**config.mk**
```make
export PLATFORM = sky130hd
export DESIGN_NAME = pgq_top
export DESIGN_NICKNAME = d
export VERILOG_FILES = /design/src/rtl/pgq_pkg.sv /design/src/rtl/pgq_window.sv /design/src/rtl/pgq_timer.sv /design/src/rtl/pgq_regs.sv /design/src/rtl/pgq_top.sv
export SDC_FILE = /design/constraint.sdc
export NUM_CORES = 1
export LEC_CHECK = 0
export BUFFER_PORTS_ARGS = -buffer_cell sky130_fd_sc_hd__buf_2
export CORE_MARGIN = 1.5
export CORE_UTILIZATION = 52
export DETAILED_ROUTE_END_ITERATION = 8
export PLACE_DENSITY = 0.81
export SYNTH_ARGS = -nofsm -noshare
export SYNTH_HDL_FRONTEND = slang
export SYNTH_SLANG_ARGS = --single-unit
```
**constraint.sdc**
```tcl
create_clock -name clk -period 4.7 [get_ports clk]
set_clock_uncertainty 0.05 [all_clocks]
set_input_delay 1.41 -clock clk [delete_from_list [all_inputs] [get_ports clk]]
set_output_delay 1.41 -clock clk [all_outputs]
set_load 0.05 [all_outputs]
```
**src/rtl/pgq_pkg.sv**
```systemverilog
package pgq_pkg;

    localparam int REG_AW = 8;
    localparam int REG_DW = 8;
    localparam int CODE_W = 2;

    localparam logic [REG_AW-1:0] ADDR_STATUS = 8'h34;
    localparam logic [REG_AW-1:0] ADDR_DELAY  = 8'h38;

    localparam int STAT_POL_BIT = 5;

    typedef enum logic [CODE_W-1:0] {
        DLY_X1 = 2'd0,
        DLY_X2 = 2'd1,
        DLY_X4 = 2'd2,
        DLY_X8 = 2'd3
    } dly_code_e;

    typedef struct packed {
        logic below;
        logic above;
    } win_flags_t;

    function automatic int unsigned dly_ticks(input dly_code_e code,
                                              input int unsigned base);
        return base << code;
    endfunction

    function automatic logic [REG_DW-1:0] status_used_mask(input int nch);
        logic [REG_DW-1:0] m;
        m = '0;
        for (int i = 0; i < nch; i++) m[i] = 1'b1;
        m[STAT_POL_BIT] = 1'b1;
        return m;
    endfunction

endpackage

```
**src/rtl/pgq_window.sv**
```systemverilog
module pgq_window #(
    parameter int VW = 10
) (
    input  logic [VW-1:0] mon,
    input  logic [VW-1:0] uv,
    input  logic [VW-1:0] ov,
    output logic          in_win
);
    import pgq_pkg::*;

    win_flags_t flags;

    always_comb begin
        flags.below = (mon < uv);
        flags.above = (mon > ov);
        in_win      = !(flags.below || flags.above);
    end

endmodule

```
**src/rtl/pgq_timer.sv**
```systemverilog
module pgq_timer #(
    parameter int BASE_TICKS = 50
) (
    input  logic                    clk,
    input  logic                    rst,
    input  logic                    tick,
    input  logic                    in_win,
    input  pgq_pkg::dly_code_e      code,
    output logic                    good
);
    import pgq_pkg::*;

    localparam int CW = $clog2(BASE_TICKS * 8 + 1);

    logic [CW-1:0] cnt;
    logic [CW:0]   cnt_nxt;
    logic [CW:0]   limit;
    logic          good_q;
    logic          reach;

    always_comb begin
        limit   = (CW+1)'(dly_ticks(code, BASE_TICKS));
        cnt_nxt = {1'b0, cnt} + 1'b1;
        reach   = (cnt_nxt >= limit);
    end

    always_ff @(posedge clk) begin
        if (rst) begin
            cnt    <= '0;
            good_q <= 1'b0;
        end else if (!in_win) begin
            cnt    <= '0;
            good_q <= 1'b0;
        end else if (!good_q && tick) begin
            if (reach) begin
                good_q <= 1'b1;
                cnt    <= '0;
            end else begin
                cnt    <= cnt_nxt[CW-1:0];
            end
        end
    end

    // drop without delay when the window is left
    assign good = good_q && in_win;

endmodule

```
**src/rtl/pgq_regs.sv**
```systemverilog
module pgq_regs #(
    parameter int NCH = 2
) (
    input  logic                                   clk,
    input  logic                                   rst,
    input  logic                                   reg_wr,
    input  logic [pgq_pkg::REG_AW-1:0]             reg_addr,
    input  logic [pgq_pkg::REG_DW-1:0]             reg_wdata,
    input  logic [NCH-1:0]                         good,
    input  logic                                   pol_in,
    output logic [pgq_pkg::REG_DW-1:0]             reg_rdata,
    output logic [NCH*pgq_pkg::CODE_W-1:0]         codes
);
    import pgq_pkg::*;

    localparam int DW = NCH * CODE_W;

    logic [DW-1:0] dly_q;

    always_ff @(posedge clk) begin
        if (rst) begin
            dly_q <= '0;
        end else if (reg_wr && (reg_addr == ADDR_DELAY)) begin
            dly_q <= reg_wdata[DW-1:0];
        end
    end

    assign codes = dly_q;

    always_comb begin
        reg_rdata = '0;
        case (reg_addr)
            ADDR_STATUS: begin
                reg_rdata[NCH-1:0]    = good;
                reg_rdata[STAT_POL_BIT] = pol_in;
            end
            ADDR_DELAY: begin
                reg_rdata[DW-1:0] = dly_q;
            end
            default: reg_rdata = '0;
        endcase
    end

endmodule

```
**src/rtl/pgq_top.sv**
```systemverilog
module pgq_top #(
    parameter int NCH        = 2,
    parameter int VW         = 10,
    parameter int BASE_TICKS = 50
) (
    input  logic                        clk,
    input  logic                        rst,
    input  logic                        tick,
    input  logic                        pol_in,
    input  logic [NCH*VW-1:0]           mon_v,
    input  logic [NCH*VW-1:0]           uv_lim,
    input  logic [NCH*VW-1:0]           ov_lim,
    input  logic                        reg_wr,
    input  logic [7:0]                  reg_addr,
    input  logic [7:0]                  reg_wdata,
    output logic [7:0]                  reg_rdata,
    output logic [NCH-1:0]              pg_pin
);
    import pgq_pkg::*;

    logic [NCH-1:0]        in_win;
    logic [NCH-1:0]        pg_good;
    logic [NCH*CODE_W-1:0] codes;

    for (genvar g = 0; g < NCH; g++) begin : g_ch
        pgq_window #(.VW(VW)) u_win (
            .mon    (mon_v [g*VW +: VW]),
            .uv     (uv_lim[g*VW +: VW]),
            .ov     (ov_lim[g*VW +: VW]),
            .in_win (in_win[g])
        );

        pgq_timer #(.BASE_TICKS(BASE_TICKS)) u_tmr (
            .clk    (clk),
            .rst    (rst),
            .tick   (tick),
            .in_win (in_win[g]),
            .code   (dly_code_e'(codes[g*CODE_W +: CODE_W])),
            .good   (pg_good[g])
        );

        assign pg_pin[g] = pol_in ? pg_good[g] : !pg_good[g];
    end

    pgq_regs #(.NCH(NCH)) u_regs (
        .clk       (clk),
        .rst       (rst),
        .reg_wr    (reg_wr),
        .reg_addr  (reg_addr),
        .reg_wdata (reg_wdata),
        .good      (pg_good),
        .pol_in    (pol_in),
        .reg_rdata (reg_rdata),
        .codes     (codes)
    );

endmodule

```
==> flow_summary.json <==
{
  "fin_cells": 512,
  "hold_path_class": "reg2reg",
  "vdd_ir_drop_max_mv": 0.1139,
  "hold_buffers": 0,
  "n_antenna_cell": 0,
  "htree_levels": 1,
  "grt_start_max_net_pins": 15,
  "drtPass1Iterations": 4,
  "synth_commonest_cells": "ha_1 (64), inv_1 (58), nor2_1 (30)",
  "detail-route-antenna-nets": 0,
  "synth_area_leaders": "ha_1 (28%), dfxtp_1 (17%), inv_1 (7.7%)",
  "synth_most_common_cell": "ha_1",
  "worst_pin_slew_ns": 0.7186,
  "dpl.cell_count": 507,
  "synth_edf_count": 0,
  "clk_latency_ns": 0.27,
  "slowest_delay_ns": 0.39,
  "drt_iter0_markers": 59,
  "hp-start": "g_ch[0].u_tmr.cnt[1]",
  "wl_um": 6417,
  "synth_compound_area_share_pct": 16.22,
  "viasPerCell": 5.156,
  "cts.root.buffer_cell": "clkbuf_8",
  "post_synth_fa_ha_maj_area_fraction_pct": 28.28,
  "cpMostUsedCell": "a21o_1",
  "cts.clk_slew.worst_paths_ns": 0.09,
  "fp.dieW_um": 76.79,
  "synth_simple_gate_area_share_pct": 17.90,
  "min_path_cells": 2,
  "synthMuxAreaShare_pct": 1.414,
  "hpwlAfterDp_um": 5265,
  "synth-seq-cells": 24,
  "min_period_ns": 4.606,
  "rsz0062_at_grt": "false",
  "yosysWarnings": 0,
  "critPathCaptureType": "output port",
  "synth-xor-area-share_pct": 9.898,
  "dieArea_um2": 5897,
  "yosysUniqueCellTypes": 43,
  "grt_pass1_vias": 2656,
  "critPathSlowestCell": "a2111o_1",
  "ctsLongestPathBuffers": 2,
  "yosysTopAreaCell": "ha_1",
  "leakagePower_nw": 1.855,
  "arrival_ns": 3.15,
  "required_ns": 3.24,
  "tns_ns": 0,
  "initial_core_util_pct": 54.74,
  "area_growth_pct": 24.13,
  "crit_chain": "buf_2 > ha_1 > a21o_1 > a21o_1 > a2111o_1 > a2bb2oi_4 > nand2_2 > o21ai_2 > buf_6",
  "finalSetupViolCount": 0,
  "io_pins": 91,
  "grt_usage_pct": 22.84,
  "cts_buffers": 3,
  "hold_viol_final": 0,
  "synthArstFlopShare_pct": 0,
  "regToRegStartpoint": "g_ch[0].u_tmr.cnt[0]",
  "grt_pass1_wl_um": 11350,
  "power_density_nw_per_um2": 160.2,
  "syn_avg_cell_area_um2": 8.021,
  "port-buffer-count": 83,
  "cap_violations": 0,
  "drc_errors": 0,
  "cp_max_fo": 2,
  "syn_area_um2": 2831,
  "core-area_um2": 5172,
  "crit_type": "in2out",
  "drive_gt1_share_pct": 26.02,
  "post_drt_wl_per_cell_um": 12.53,
  "num_rows": 26,
  "via_count": 2640,
  "fmax_mhz": 217.1,
  "yosysSeqAreaShare_pct": 16.97,
  "total_power_mw": 0.5631,
  "min_to": "g_ch[0].u_tmr.cnt[1]",
  "critical_path.startpoint_type": "input port",
  "netlist.area_leader.share_pct": 28.28,
  "die_h_um": 76.79,
  "fin_util_pct": 67.95,
  "drv_slew": 0,
  "synth_cells": 353,
  "antenna_found_initial": 0,
  "nets": 588,
  "r2r-end": "g_ch[0].u_tmr.cnt[8]",
  "gp_congestion": 0.7914,
  "status": "finished, final reports clean",
  "cts_tree": "yes",
  "maxSlewHeadroom_pct": 51.99,
  "synth_top_family_by_area": "adder cells",
  "overflow": 0,
  "clock-sinks": 24,
  "synthFlopType": "dfxtp_1",
  "r2r_cells": 11,
  "fin_crit_sh_pct": 98.00,
  "reg2reg_setup_slack_ns": 1.84
}
where the power goes:
part,leakage (nW),switching (mW),internal (mW)
clock network,0.0357,0.0680,0.114
logic,1.63,0.0888,0.0857
registers,0.193,0.00225,0.205
total,1.86,0.159,0.404
metal layers:
layer | routed length, µm | up-vias | global-route usage (%)
met1 | 2891 | 1186 | 28.50
met4 | 31 | 0 | 5.741
li1 | - | 1377 | -
met5 | 0 | - | 0
met2 | 3145 | 73 | 41.33
met3 | 348 | 4 | 2.619
worst max-delay path by stage:
| stage | slack [ns] | startpoint | cells past startpoint | endpoint |
|---|---|---|---|---|
| after global placement | -0.06 | mon_v[13] | 9 | reg_rdata[1] |
| final | 0.09 | mon_v[13] | 9 | reg_rdata[1] |
| after CTS | 0.02 | mon_v[13] | 9 | pg_pin[1] |
| after floorplan | -0.24 | ov_lim[3] | 8 | reg_rdata[0] |
| after global routing | 0.007 | mon_v[9] | 9 | pg_pin[0] |
| after detailed placement | -0.09 | mon_v[13] | 9 | reg_rdata[1] |
cells in the final DEF, fill, tap and decap left out, types with 4 or more instances in the layout:
| cell type | instances |
|---|---|
| a21o_1 | 7 |
| a21oi_1 | 18 |
| and3_1 | 6 |
| buf_2 | 79 |
| buf_4 | 8 |
| buf_6 | 4 |
| dfxtp_1 | 24 |
| ha_1 | 63 |
| inv_1 | 58 |
| mux2i_1 | 4 |
| nand2_1 | 25 |
| nand2b_1 | 6 |
| nand3_1 | 9 |
| nand4_1 | 11 |
| nor2_1 | 30 |
| nor2b_1 | 4 |
| o211a_1 | 4 |
| o21ai_0 | 4 |
| xnor2_1 | 19 |
| xor2_1 | 11 |
stage by stage:
stage | hold slack (ns) | instance area, µm² | setup WS, ns
2_1_floorplan | 0.4153 | 2869 | -0.2376
3_3_place_gp | 0.4317 | 3382 | -0.06431
3_5_place_dp | 0.4363 | 3382 | -0.08589
4_1_cts | 0.4647 | 3466 | 0.02342
5_1_grt | 0.4743 | 3515 | 0.007407
6_report | 0.4698 | 3515 | 0.09406
cell type report:
class	instances	area, µm²
Sequential cell	24	480.5
Clock inverter	1	30.03
Multi-Input combinational cell	265	2157
Tap cell	70	87.58
Timing Repair Buffer	91	500.5
Fill cell	430	1658
Clock buffer	3	41.29
Inverter	58	217.7
state kept, by name, indices dropped and copies added, names as in the netlist:
name               flops
g_ch.u_tmr.cnt        18
u_regs.codes           4
g_ch.u_tmr.good_q      2
worst max-delay path: cells and delay by family:
family                   cells  cell delay, ns
AND/OR/NAND/NOR              1            0.11
adder cells (fa/ha/maj)      1            0.30
buffers and inverters        2            0.29
AO/OA/AOI/OAI                5            1.04
what timing repair did:
action / in CTS / in global routing
pin swaps: 0 / 4
hold endpoints to repair: 0 / 0
setup endpoints to repair: 4 / 4
buffers inserted: 0 / 1
gates cloned: 0 / 0
gates resized for setup: 5 / 10
cell families after synthesis:
| family | Yosys count |
|---|---|
| other cells | 1 |
| fa+ha+maj | 64 |
| mux | 4 |
| simple gates | 102 |
| flops | 24 |
| xor+xnor | 32 |
| compound gates | 60 |
| buf+inv | 66 |
No activity file was read; power rests on OpenSTA's default activity.
